<file path="src/rtl/bfm_pkg.sv">
package bfm_pkg;

  typedef enum logic [1:0] {
    BF_SIGNED   = 2'd0,
    BF_INSERT   = 2'd1,
    BF_UNSIGNED = 2'd2,
    BF_RSVD     = 2'd3
  } bf_opc_e;

  // Decoded control for one operation, consumed by the datapath.
  typedef struct packed {
    logic       illegal;
    logic       wide;
    logic       do_sign;
    logic       do_insert;
    logic [5:0] rot_amt;
    logic [5:0] sign_idx;
    logic [6:0] pos;
    logic [6:0] top;
  } bf_ctrl_t;

endpackage

</file>
<file path="src/rtl/bfm_mask_gen.sv">
// Thermometer mask: bit i is set when i < cnt.
module bfm_mask_gen #(
  parameter int W     = 64,
  parameter int CNT_W = $clog2(W + 1)
) (
  input  logic [CNT_W-1:0] cnt,
  output logic [W-1:0]     mask
);

  for (genvar i = 0; i < W; i++) begin : g_bit
    assign mask[i] = (cnt > CNT_W'(i));
  end

endmodule

</file>
<file path="src/rtl/bfm_rotator.sv">
// Logarithmic rotate-right, one stage per amount bit.
module bfm_rotator #(
  parameter int W     = 64,
  parameter int AMT_W = $clog2(W)
) (
  input  logic [W-1:0]     din,
  input  logic [AMT_W-1:0] amt,
  output logic [W-1:0]     dout
);

  logic [W-1:0] stg [AMT_W+1];

  assign stg[0] = din;

  for (genvar k = 0; k < AMT_W; k++) begin : g_stage
    localparam int SH = 1 << k;
    assign stg[k+1] = amt[k] ? {stg[k][SH-1:0], stg[k][W-1:SH]} : stg[k];
  end

  assign dout = stg[AMT_W];

endmodule

</file>
<file path="src/rtl/bfm_decode.sv">
// Turns mode/opcode/R/S into field position, field top and fill policy.
module bfm_decode
  import bfm_pkg::*;
#(
  parameter int DATA_W = 64,
  parameter int HALF_W = DATA_W / 2,
  parameter int AMT_W  = $clog2(DATA_W),
  parameter int CNT_W  = AMT_W + 1
) (
  input  logic             mode,
  input  logic [1:0]       opc,
  input  logic             wide,
  input  logic [AMT_W-1:0] r,
  input  logic [AMT_W-1:0] s,
  output bf_ctrl_t         ctrl
);

  localparam logic [CNT_W-1:0] N_WIDE   = CNT_W'(DATA_W);
  localparam logic [CNT_W-1:0] N_NARROW = CNT_W'(HALF_W);
  localparam logic [CNT_W-1:0] ONE      = CNT_W'(1);

  bf_opc_e          op;
  logic             wide_eff;
  logic [CNT_W-1:0] n_sz;
  logic [CNT_W-1:0] r_ext;
  logic [CNT_W-1:0] s_ext;
  logic             bad;

  assign op    = bf_opc_e'(opc);
  assign r_ext = {1'b0, r};

  always_comb begin
    if (mode) begin
      // explicit extract: top index is shift + (width - 1)
      wide_eff = 1'b0;
      s_ext    = r_ext + {2'b00, s[AMT_W-2:0]};
      bad      = s[AMT_W-1]
               || ((op != BF_SIGNED) && (op != BF_UNSIGNED))
               || (s_ext >= N_NARROW);
    end else begin
      wide_eff = wide;
      s_ext    = {1'b0, s};
      bad      = (op == BF_RSVD) || (!wide && (r[AMT_W-1] || s[AMT_W-1]));
    end
  end

  assign n_sz = wide_eff ? N_WIDE : N_NARROW;

  always_comb begin
    ctrl           = '0;
    ctrl.illegal   = bad;
    ctrl.wide      = wide_eff;
    ctrl.do_sign   = (op == BF_SIGNED);
    ctrl.do_insert = (op == BF_INSERT);
    ctrl.rot_amt   = r;
    ctrl.sign_idx  = s_ext[AMT_W-1:0];
    if (s_ext >= r_ext) begin
      ctrl.pos = '0;
      ctrl.top = s_ext - r_ext + ONE;
    end else begin
      ctrl.pos = n_sz - r_ext;
      ctrl.top = n_sz - r_ext + s_ext + ONE;
    end
  end

endmodule

</file>
<file path="src/rtl/bfm_unit.sv">
// Bitfield move unit: decode, rotate, three masks, merge, output register.
module bfm_unit
  import bfm_pkg::*;
#(
  parameter int DATA_W = 64,
  parameter int HALF_W = DATA_W / 2,
  parameter int AMT_W  = $clog2(DATA_W),
  parameter int CNT_W  = AMT_W + 1
) (
  input  logic              clk,
  input  logic              rst_n,
  input  logic              in_valid,
  output logic              in_ready,
  input  logic              in_mode,
  input  logic [1:0]        in_opc,
  input  logic              in_wide,
  input  logic [AMT_W-1:0]  in_r,
  input  logic [AMT_W-1:0]  in_s,
  input  logic [DATA_W-1:0] in_src,
  input  logic [DATA_W-1:0] in_dst,
  output logic              out_valid,
  input  logic              out_ready,
  output logic [DATA_W-1:0] out_result,
  output logic              out_illegal
);

  localparam int NMASK = 3;  // 0: below field, 1: below field top, 2: operand size

  bf_ctrl_t          ctrl;
  logic [DATA_W-1:0] src_eff;
  logic [DATA_W-1:0] rot;
  logic [CNT_W-1:0]  mcnt [NMASK];
  logic [DATA_W-1:0] mvec [NMASK];
  logic [DATA_W-1:0] field_m;
  logic [DATA_W-1:0] fill_m;
  logic              sign_bit;
  logic [DATA_W-1:0] res_d;
  logic              accept;

  bfm_decode #(
    .DATA_W(DATA_W), .HALF_W(HALF_W), .AMT_W(AMT_W), .CNT_W(CNT_W)
  ) i_decode (
    .mode (in_mode),
    .opc  (in_opc),
    .wide (in_wide),
    .r    (in_r),
    .s    (in_s),
    .ctrl (ctrl)
  );

  // A narrow operand is duplicated so that the wide rotate yields a
  // 32-bit rotate in its low half.
  assign src_eff = ctrl.wide ? in_src : {in_src[HALF_W-1:0], in_src[HALF_W-1:0]};

  bfm_rotator #(.W(DATA_W), .AMT_W(AMT_W)) i_rot (
    .din  (src_eff),
    .amt  (ctrl.rot_amt),
    .dout (rot)
  );

  assign mcnt[0] = ctrl.pos;
  assign mcnt[1] = ctrl.top;
  assign mcnt[2] = ctrl.wide ? CNT_W'(DATA_W) : CNT_W'(HALF_W);

  for (genvar m = 0; m < NMASK; m++) begin : g_mask
    bfm_mask_gen #(.W(DATA_W), .CNT_W(CNT_W)) i_mask (
      .cnt  (mcnt[m]),
      .mask (mvec[m])
    );
  end

  assign field_m  = mvec[1] & ~mvec[0];
  assign fill_m   = mvec[2] & ~mvec[1];
  assign sign_bit = in_src[ctrl.sign_idx];

  always_comb begin
    res_d = rot & field_m;
    if (ctrl.do_insert) begin
      res_d = res_d | (in_dst & mvec[2] & ~field_m);
    end
    if (ctrl.do_sign && sign_bit) begin
      res_d = res_d | fill_m;
    end
    if (ctrl.illegal) begin
      res_d = '0;
    end
  end

  assign in_ready = !out_valid || out_ready;
  assign accept   = in_valid && in_ready;

  always_ff @(posedge clk or negedge rst_n) begin
    if (!rst_n) begin
      out_valid   <= 1'b0;
      out_result  <= '0;
      out_illegal <= 1'b0;
    end else if (accept) begin
      out_valid   <= 1'b1;
      out_result  <= res_d;
      out_illegal <= ctrl.illegal;
    end else if (out_ready) begin
      out_valid   <= 1'b0;
    end
  end

endmodule

</file>
<file path="config.mk">
export PLATFORM = sky130hd
export DESIGN_NAME = bfm_unit
export DESIGN_NICKNAME = d
export VERILOG_FILES = /design/src/rtl/bfm_pkg.sv /design/src/rtl/bfm_mask_gen.sv /design/src/rtl/bfm_rotator.sv /design/src/rtl/bfm_decode.sv /design/src/rtl/bfm_unit.sv
export SDC_FILE = /design/constraint.sdc
export NUM_CORES = 1
export LEC_CHECK = 0
export BUFFER_PORTS_ARGS = -buffer_cell sky130_fd_sc_hd__buf_4
export CORE_MARGIN = 8
export CORE_UTILIZATION = 35
export DETAILED_ROUTE_END_ITERATION = 10
export SYNTH_ARGS = -nofsm -noshare
export SYNTH_HDL_FRONTEND = slang
export SYNTH_HIERARCHICAL = 1
export SYNTH_SLANG_ARGS = --single-unit
</file>
<file path="constraint.sdc">
create_clock -name clk -period 1.3 [get_ports clk]
set_input_delay 0.26 -clock clk [delete_from_list [all_inputs] [get_ports clk]]
set_output_delay 0.26 -clock clk [all_outputs]
set_load 0.01 [all_outputs]
</file>
==> impl_metrics.json, run 1 <==
{
  "slowest_delay_ns": 0.34,
  "critPathTopFamily": "buffers and inverters",
  "drv_slew": 0,
  "grt_pass1_wl_mm": 88.0,
  "final_nets": 1991,
  "setup_viol": 66,
  "power_mw": 24.3,
  "synth_ff_type": "dfrtp_1",
  "grt_max_degree": 69,
  "timing.critical_path.from": "in_r[1]",
  "die_h_um": 212,
  "path_buf_inv": 8,
  "whs_ns": 0.135,
  "rr_worst_depth": 7,
  "maxCapViolCount": 0,
  "worstHoldPathType": "in2reg",
  "h-tree-depth": 3,
  "synthCells": 1379,
  "pin_count": 215,
  "grt_pass1_vias": 14200,
  "place_area_um2": 17800,
  "place.gp.congestion": 1.05,
  "yosys_warnings": 6,
  "yosysTopAreaCell": "mux4_2",
  "area_growth_pct": 43.0,
  "die_area_um2": 45100,
  "drt_iter0_drc": 1591,
  "top_layer_used": "met4",
  "ctsRootBufferMaster": "clkbuf_16",
  "cp-end-kind": "register",
  "reg2reg_slack_ns": -0.13,
  "cp_max_fo": 7,
  "overflow": 0,
  "drc_errors": 0,
  "grt_use_total": 0.254,
  "synth.area.top_cells": "mux4_2 (33%), dfrtp_1 (12%), o21ai_0 (4.7%)",
  "dp_hpwl_mm": 47.8,
  "nFillCells": 3513,
  "peakVddDrop_mv": 0.764,
  "met3_length_mm": 5.67,
  "finClkSkew_ns": 0.00739,
  "final_area_um2": 19300,
  "cts_sinks": 66,
  "hold_viol": 0,
  "drive_gt1_frac": 0.561,
  "max_freq_ghz": 0.242,
  "syn_area_per_cell_um2": 9.80,
  "antenna_found_initial": 0,
  "post-route-min-period_ns": 4.13,
  "layoutNonFillerInstCount": 2333,
  "dr.pass1.iters": 7,
  "hold_path_end": "out_valid$_DFFE_PN0P_",
  "ant_nets": 0,
  "synth_seq_cells": 66,
  "placed_cells": 2276,
  "vias": 14400,
  "status": "complete, but fails checks",
  "cts_buffer_depth": 2,
  "reg2reg_from": "out_valid$_DFFE_PN0P_",
  "cts_buffers": 9,
  "via_per_inst": 6.18,
  "power.leakage_nw": 7.85,
  "row_count": 72,
  "antenna_cells": 0,
  "p_per_area_nw_per_um2": 1260,
  "start_util": 0.352,
  "numPortBuffers": 214,
  "core_area_um2": 38400,
  "slowest_stage": "ha_1",
  "worstSetupPathType": "in2reg",
  "synthArstFlopShare": 1.00,
  "dr_wl_met2_mm": 27.0,
  "synth_edf_count": 0,
  "met1_length_mm": 22.9,
  "crit_path_start_kind": "input pin",
  "clock_latency_ns": 0.35,
  "slew_headroom": 0.294,
  "yosysTopAreaCellShare": 0.330,
  "final.setup.worst_slack_ns": -2.83,
  "path_clk_slew_ns": 0.05,
  "violations": "setup timing",
  "required_ns": 1.57,
  "crit_arrival_ns": 4.40,
  "fin_crit_sh": 3.18,
  "cts_tree": "done",
  "hold_depth": 2,
  "rr_endpoint": "out_result[40]$_DFFE_PN0P_",
  "synthDistinctLibCells": 59,
  "netlist_top_cells_count": "mux4_2 (198), o21ai_0 (127), inv_1 (107), nand2b_1 (73), nand4_1 (67)",
  "wirelength_mm": 59.2,
  "worst_path_most_repeated_cell": "buf_4",
  "netlist_area_um2": 13500,
  "wire_per_inst_um": 25.4,
  "rsz0062_at_grt": "true",
  "tightestPinTransition_ns": 1.06,
  "hp-start": "in_valid",
  "postLayoutCoreUtil": 0.503,
  "die_w_um": 212,
  "seq_area_frac_synth": 0.122,
  "synth_most_common_cell": "mux4_2"
}
==> registers in the layout, summed over array words and instances (netlist names) <==
name	count
out_result	64
out_illegal	1
out_valid	1
==> through the flow <==
stage	setup WS [ns]	setup TNS, ns
3_3_place_gp	-3.21	-195.15
6_report	-2.83	-172.90
2_1_floorplan	-2.68	-168.31
5_1_grt	-2.98	-184.96
3_5_place_dp	-3.23	-201.46
4_1_cts	-2.81	-175.16
==> placed cells by master (no fill, tap or decap), drive strengths merged, types with 21 or more instances in the layout <==
master,synthesis,routed
a21oi,56,56
a22oi,67,67
buf,80,539
dfrtp,66,66
ha,27,27
inv,108,108
mux2,35,35
mux2i,24,24
mux4,204,204
nand2,61,61
nand2b,73,73
nand3b,64,64
nand4,67,67
nor2,33,34
nor3,21,21
o21ai,194,194
o21bai,49,49
==> per-layer routing <==
layer  track usage  vias to the layer above
met5             0                        -
met4         0.134                        0
met3        0.0399                      208
met2         0.404                      959
met1         0.331                     6997
li1              -                     6250
==> cell families (layout without fill, tap and decap cells) <==
| kind of cell | count (synthesis) | after routing | synth area share |
|---|---|---|---|
| simple gates | 359 | 360 | 0.160 |
| mux | 263 | 263 | 0.389 |
| compound gates | 396 | 396 | 0.198 |
| xor+xnor | 15 | 15 | 0.00973 |
| other cells | 1 | 20 | 0.000278 |
| fa+ha+maj | 31 | 31 | 0.0309 |
| flops | 66 | 66 | 0.122 |
| buf+inv | 248 | 664 | 0.0901 |
==> cell type report <==
type / count / area (um2) / area share
Timing Repair Buffer: 542 / 4660 / 0.241
Clock inverter: 3 / 40.0 / 0.00207
Inverter: 108 / 408 / 0.0211
Multi-Input combinational cell: 1085 / 11700 / 0.603
Clock buffer: 11 / 253 / 0.0131
Tap cell: 518 / 648 / 0.0336
Sequential cell: 66 / 1650 / 0.0855
==> report_power, final <==
part	total (mW)	internal, mW	switching [mW]
clock network	2.52	1.56	0.957
registers	2.57	2.35	0.219
logic	19.2	9.52	9.67
==> timing repair <==
action,4_1_cts,5_1_grt
gates resized for setup,115,85
buffers inserted,36,7
endpoints found under the hold margin,20,0
pin swaps,77,57
cloned,2,1
hold buffers,1,0
endpoints found under the setup margin,66,66
==> how the worst max path moves through the flow <==
stage	end	slack, ns	cells past startpoint
3_3_place_gp	out_result[45]$_DFFE_PN0P_	-3.21	23
6_report	out_result[46]$_DFFE_PN0P_	-2.83	25
5_1_grt	out_result[62]$_DFFE_PN0P_	-2.98	24
3_5_place_dp	out_result[62]$_DFFE_PN0P_	-3.23	24
4_1_cts	out_result[52]$_DFFE_PN0P_	-2.81	25
2_1_floorplan	out_result[10]$_DFFE_PN0P_	-2.68	23
Note: power is estimated with default switching activity, not from simulation.
==> run 2, diff against run 1 <==
- ABC_AREA: default -> 1
==> run 2 against run 1 <==
  * The run still ends with setup timing left
  * Critical path depth grew 3
  * Non-clock buffer count grew 90
  * Worst setup slack gained 0.59 ns
  * Flip-flop and latch count is the same
  * Die area grew 5.3%
  * First-iteration DRC count grew 54%
  * Final cell count grew 64%
  * Synthesized area grew 5.7%
  * Via count grew 43%
  * Routed wire length grew 34%
  * Sequential power is essentially flat
  * Largest cell class unchanged
==> impl_metrics.json, run 2 <==
{
  "dr.pass1.iters": 8,
  "cts_tree": "done",
  "internal-power_mw": 12.7,
  "whs_ns": 0.178,
  "required_ns": 1.56,
  "peakVddDrop_mv": 0.878,
  "synth_edf_count": 0,
  "core_area_um2": 40600,
  "switching_share": 0.522,
  "final_cell_mix": "nand2_1 (1,068), nand3_1 (648), buf_4 (555)",
  "status": "complete, but fails checks",
  "final.setup.worst_slack_ns": -2.24,
  "crit_path_start_kind": "input pin",
  "cts_sinks": 66,
  "overflow": 0,
  "antenna_found_initial": 0,
  "path_clk_slew_ns": 0.06,
  "synth_ff_type": "dfrtp_1",
  "synthArstFlopShare": 1.00,
  "yosysTopAreaCellShare": 0.313,
  "cp_max_fo": 9,
  "pin_count": 215,
  "place.gp.congestion": 1.05,
  "seq_area_frac_synth": 0.116,
  "yosysTopAreaCell": "nand2_1",
  "grt_pass1_vias": 19300,
  "place_area_um2": 19200,
  "p_per_area_nw_per_um2": 1250,
  "tightestPinTransition_ns": 0.783,
  "fin_crit_sh": 2.72,
  "slew_headroom": 0.478,
  "synth_most_common_cell": "nand2_1",
  "power_frac_comb": 0.794,
  "ctsRootBufferMaster": "clkbuf_16",
  "vias": 20600,
  "area_growth_pct": 48.9,
  "wire_per_inst_um": 20.7,
  "max_freq_ghz": 0.282,
  "via_per_inst": 5.39,
  "synthDistinctLibCells": 40,
  "top_register": "out_result",
  "synthCells": 2776,
  "yosys_warnings": 6,
  "die_w_um": 218,
  "numPortBuffers": 214,
  "drt_iter0_drc": 2450,
  "netlist_area_um2": 14300,
  "postLayoutCoreUtil": 0.524,
  "rsz0062_at_grt": "true",
  "netlist_top_cells_count": "nand2_1 (1,190), nand3_1 (653), inv_1 (203), nor2_1 (164), o21ai_0 (76)",
  "row_count": 74,
  "seqPwrFrac": 0.098,
  "violations": "setup timing",
  "maxCapViolCount": 0,
  "wirelength_mm": 79.4,
  "synth_seq_cells": 66,
  "drc_errors": 0,
  "final_nets": 3468,
  "final_common_cell": "nand2_1",
  "grt_pass1_wl_mm": 118,
  "synth.area.top_cells": "nand2_1 (31%), nand3_1 (23%), dfrtp_1 (12%)",
  "die_area_um2": 47500,
  "grt_use_total": 0.323,
  "power_mw": 26.5,
  "start_util": 0.352,
  "antenna_cells": 0,
  "grt_max_degree": 68,
  "drive_gt1_frac": 0.332,
  "clockPowerShare": 0.109,
  "h-tree-depth": 3,
  "syn_area_per_cell_um2": 5.14,
  "finClkSkew_ns": 0.00388,
  "drv_slew": 0,
  "cp-end-kind": "register",
  "p_switching_mw": 13.8,
  "power.leakage_nw": 11.7,
  "die_h_um": 218,
  "ant_nets": 0,
  "cts_buffers": 9,
  "largestRegisters": "out_result x64, out_illegal x1, out_valid x1",
  "post-route-min-period_ns": 3.54,
  "worstHoldPathType": "in2reg",
  "cts_buffer_depth": 2,
  "clock_latency_ns": 0.37,
  "largest_reg_flops": 64,
  "dp_hpwl_mm": 64.4,
  "final_area_um2": 21300,
  "crit_arrival_ns": 3.80,
  "worstSetupPathType": "in2reg",
  "hold_viol": 0,
  "setup_viol": 65
}
==> run 2: final cells by class <==
cell class              count  area (um2)
repair buffers            632        5330
clock buffers              10         239
flip-flops and latches     66        1650
inverters                 240         956
multi-input cells        2340       12300
clock inverters             6        88.8
fillers                  4302       19300
well taps                 532         666
==> run 2: repair_timing <==
action / CTS / global route
gates cloned: 0 / 0
hold buffers: 1 / 0
hold endpoints to repair: 18 / 0
setup endpoints to repair: 66 / 66
setup buffers: 19 / 19
pin swaps: 118 / 125
resized for setup: 208 / 198
==> run 2: logic make-up (layout without fill, tap and decap cells) <==
kind of cell	count (synthesis)	after routing	share of synthesized area
other cells	1	23	0.000263
buf+inv	392	888	0.135
fa+ha+maj	31	31	0.0293
simple gates	2134	2134	0.663
flops	66	66	0.116
compound gates	141	141	0.0506
xor+xnor	11	11	0.00675
==> run 2: metrics by stage <==
stage / setup TNS, ns / cells / setup WS, ns
4_1_cts: -131.97 / 3810 / -2.20
5_1_grt: -147.34 / 3826 / -2.39
6_report: -137.09 / 3826 / -2.24
2_1_floorplan: -133.16 / 2798 / -2.20
3_3_place_gp: -159.56 / 3774 / -2.64
3_5_place_dp: -163.81 / 3774 / -2.73
==> run 2: path summary, 6_finish.rpt <==
path	start	end	slack (ns)	cells after the start
worst max-delay path	in_s[0]	out_result[38]$_DFFE_PN0P_	-2.24	28
worst min-delay path	in_valid	out_illegal$_DFFE_PN0P_	0.18	3
worst max register to register	out_valid$_DFFE_PN0P_	out_result[20]$_DFFE_PN0P_	-0.01	6
worst min register to register	out_result[29]$_DFFE_PN0P_	out_result[29]$_DFFE_PN0P_	0.47	2
max in group asynchronous	rst_n	out_result[39]$_DFFE_PN0P_	0.44	3
min in group asynchronous	rst_n	out_result[10]$_DFFE_PN0P_	0.36	2
==> run 2: power groups by stage <==
stage	logic [mW]	clock network [mW]	registers [mW]
final	21.0	2.88	2.59
after global routing	22.5	3.03	2.63
after CTS	18.6	2.94	2.59
after detailed placement	16.6	0	2.62
after global placement	16.5	0	2.61
after floorplan	9.21	0	2.74
==> run 2: layer usage <==
metal,vias to the layer above,global-route usage,part of all wire
li1,9912,-,-
met1,9630,0.457,0.45
met2,951,0.484,0.43
met3,131,0.0649,0.086
met4,2,0.0996,0.035
met5,-,0.0156,0.0013
==> run 2: worst max-delay path, cell delays in order <==
cell	delay, ns
buf_8	0.10
ha_4	0.15
fa_2	0.41
or2_4	0.25
o21ai_4	0.09
buf_4	0.15
buf_6	0.08
inv_2	0.04
ha_2	0.18
a21oi_2	0.11
nand3_1	0.08
nand2_1	0.08
nand2_2	0.07
nand3_4	0.10
nand2_8	0.08
buf_4	0.15
nor3_4	0.30
buf_4	0.17
buf_6	0.09
nand3_4	0.13
o21ai_1	0.19
inv_1	0.07
nand2_2	0.10
nand2_1	0.10
o21ai_4	0.11
nand2_2	0.07
nand2_1	0.06
nand2_1	0.05
==> run 3, diff against run 2 <==
- REMOVE_ABC_BUFFERS: default -> 1
- clock period: 1.3 -> 4.55 ns (I/O delays scaled with it)
==> run 3 against run 2 <==
  * The run now ends clean
  * Register-to-register slack better by 2.4 ns
  * Design area is 14% lower
  * Power is 76% lower
  * Non-clock buffer count is 195 lower
  * Clock-buffer cell count stayed put
  * Clock skew is 0.0096 ns higher
  * Flip-flop and latch count stayed put
  * Critical path type unchanged
  * Critical endpoint is now out_result[44]$_DFFE_PN0P_
  * Largest cell class unchanged
==> impl_metrics.json, run 3 (same netlist as run 2, synthesis figures left out) <==
{
  "path_clk_slew_ns": 0.06,
  "crit_path_start_kind": "input pin",
  "final_cell_mix": "nand2_1 (1,156), nand3_1 (650), buf_4 (421)",
  "p_switching_mw": 3.29,
  "overflow": 0,
  "power.leakage_nw": 10.4,
  "core_area_um2": 40600,
  "fin_crit_sh": 0.964,
  "cp_max_fo": 8,
  "largestRegisters": "out_result x64, out_illegal x1, out_valid x1",
  "seqPwrFrac": 0.119,
  "power_frac_comb": 0.765,
  "rsz0062_at_grt": "true",
  "largest_reg_flops": 64,
  "final_area_um2": 18200,
  "slew_headroom": 0.259,
  "grt_use_total": 0.290,
  "drv_slew": 0,
  "final_nets": 3273,
  "worstSetupPathType": "in2reg",
  "die_w_um": 218,
  "cp-end-kind": "register",
  "drc_errors": 0,
  "cts_tree": "done",
  "internal-power_mw": 2.97,
  "maxCapViolCount": 0,
  "drt_iter0_drc": 2239,
  "p_per_area_nw_per_um2": 343,
  "row_count": 74,
  "crit_arrival_ns": 4.68,
  "dr.pass1.iters": 6,
  "die_h_um": 218,
  "peakVddDrop_mv": 0.197,
  "place.gp.congestion": 1.02,
  "drive_gt1_frac": 0.229,
  "tightestPinTransition_ns": 1.11,
  "pin_count": 215,
  "h-tree-depth": 3,
  "required_ns": 4.84,
  "hold_viol": 0,
  "wirelength_mm": 71.1,
  "cts_buffers": 9,
  "cts_sinks": 66,
  "grt_max_degree": 68,
  "ant_nets": 0,
  "worstHoldPathType": "reg2reg",
  "max_freq_ghz": 0.228,
  "place_area_um2": 17300,
  "top_register": "out_result",
  "switching_share": 0.526,
  "vias": 19700,
  "clock_latency_ns": 0.37,
  "grt_pass1_vias": 18500,
  "post-route-min-period_ns": 4.39,
  "finClkSkew_ns": 0.0135,
  "antenna_found_initial": 0,
  "antenna_cells": 0,
  "die_area_um2": 47500,
  "final_common_cell": "nand2_1",
  "ctsRootBufferMaster": "clkbuf_16",
  "start_util": 0.352,
  "area_growth_pct": 27.8,
  "setup_viol": 0,
  "grt_pass1_wl_mm": 108,
  "numPortBuffers": 214,
  "via_per_inst": 5.42,
  "clockPowerShare": 0.116,
  "cts_buffer_depth": 2,
  "dp_hpwl_mm": 56.3,
  "final.setup.tns_ns": 0,
  "nFillCells": 4477,
  "status": "finished, final reports clean",
  "wire_per_inst_um": 19.6
}
==> run 3: power groups by stage <==
stage          clock network (mW)  logic, mW  registers, mW
2_1_floorplan                   0       2.21          0.782
4_1_cts                     0.733       4.25          0.747
3_3_place_gp                    0       4.18          0.754
6_report                    0.724       4.79          0.748
3_5_place_dp                    0       4.21          0.754
5_1_grt                     0.756       5.23          0.756
==> run 3: path summary, 6_finish.rpt <==
| kind | start | end | slack, ns | cells past startpoint |
|---|---|---|---|---|
| min in group asynchronous | rst_n | out_result[45]$_DFFE_PN0P_ | 0.70 | 1 |
| worst min register to register | out_result[61]$_DFFE_PN0P_ | out_result[61]$_DFFE_PN0P_ | 0.48 | 2 |
| worst max-delay path | in_r[0] | out_result[44]$_DFFE_PN0P_ | 0.16 | 28 |
| worst min-delay path | out_result[61]$_DFFE_PN0P_ | out_result[61]$_DFFE_PN0P_ | 0.48 | 2 |
| worst max register to register | out_valid$_DFFE_PN0P_ | out_result[28]$_DFFE_PN0P_ | 2.40 | 6 |
| max in group asynchronous | rst_n | out_result[24]$_DFFE_PN0P_ | 3.23 | 1 |
==> run 3: cell type report <==
class | instances | area [um2] | area share
Clock buffer | 10 | 229 | 0.0125
Inverter | 240 | 933 | 0.0511
Sequential cell | 66 | 1650 | 0.0905
Clock inverter | 6 | 57.6 | 0.00315
Tap cell | 532 | 666 | 0.0365
Timing Repair Buffer | 437 | 3400 | 0.186
Multi-Input combinational cell | 2340 | 11300 | 0.620
==> run 3: worst max-delay path, cell delays in order <==
cell and delay [ns]:
buf_4 0.13, ha_4 0.16, fa_2 0.40, or2_4 0.25, o21ai_2 0.07, ha_1 0.27, inv_1 0.07, ha_2 0.16
inv_1 0.05, fa_2 0.33, inv_2 0.07, nand2_2 0.05, a21oi_2 0.12, nor2_1 0.06, xor2_1 0.16, nand2_2 0.11
nand2_8 0.11, nand2_4 0.11, nand2_4 0.08, inv_2 0.19, nand2_2 0.09, buf_4 0.13, buf_4 0.12, nor2_1 0.11
nand3_1 0.09, nand2_1 0.11, nand2_1 0.05, nand2_1 0.09
==> run 3: timing repair <==
action / 4_1_cts / 5_1_grt
pin swaps: 1 / 54
hold buffers: 0 / 0
resized for setup: 10 / 157
setup buffers: 1 / 20
endpoints found under the setup margin: 51 / 63
==> run 3: per-layer routing <==
layer | wire length (um) | global-route usage | up-vias
li1 | - | - | 9515
met1 | 30700 | 0.394 | 9074
met2 | 31400 | 0.456 | 945
met3 | 5640 | 0.0406 | 147
met4 | 3310 | 0.123 | 0
met5 | 0 | 0 | -
==> run 3: per-stage QoR <==
| step | power, mW | utilization | instances | worst slack (ns) | hold WS, ns |
|---|---|---|---|---|---|
| floorplan | 3.00 | - | 2646 | -1.06 | 0.515 |
| global placement | 4.94 | 0.426 | 3597 | -0.570 | 0.463 |
| detailed placement | 4.96 | 0.426 | 3597 | -0.548 | 0.466 |
| CTS | 5.73 | 0.433 | 3614 | 0.00209 | 0.482 |
| global route | 6.74 | 0.450 | 3631 | -0.0610 | 0.493 |
| finish | 6.26 | 0.450 | 3631 | 0.164 | 0.478 |
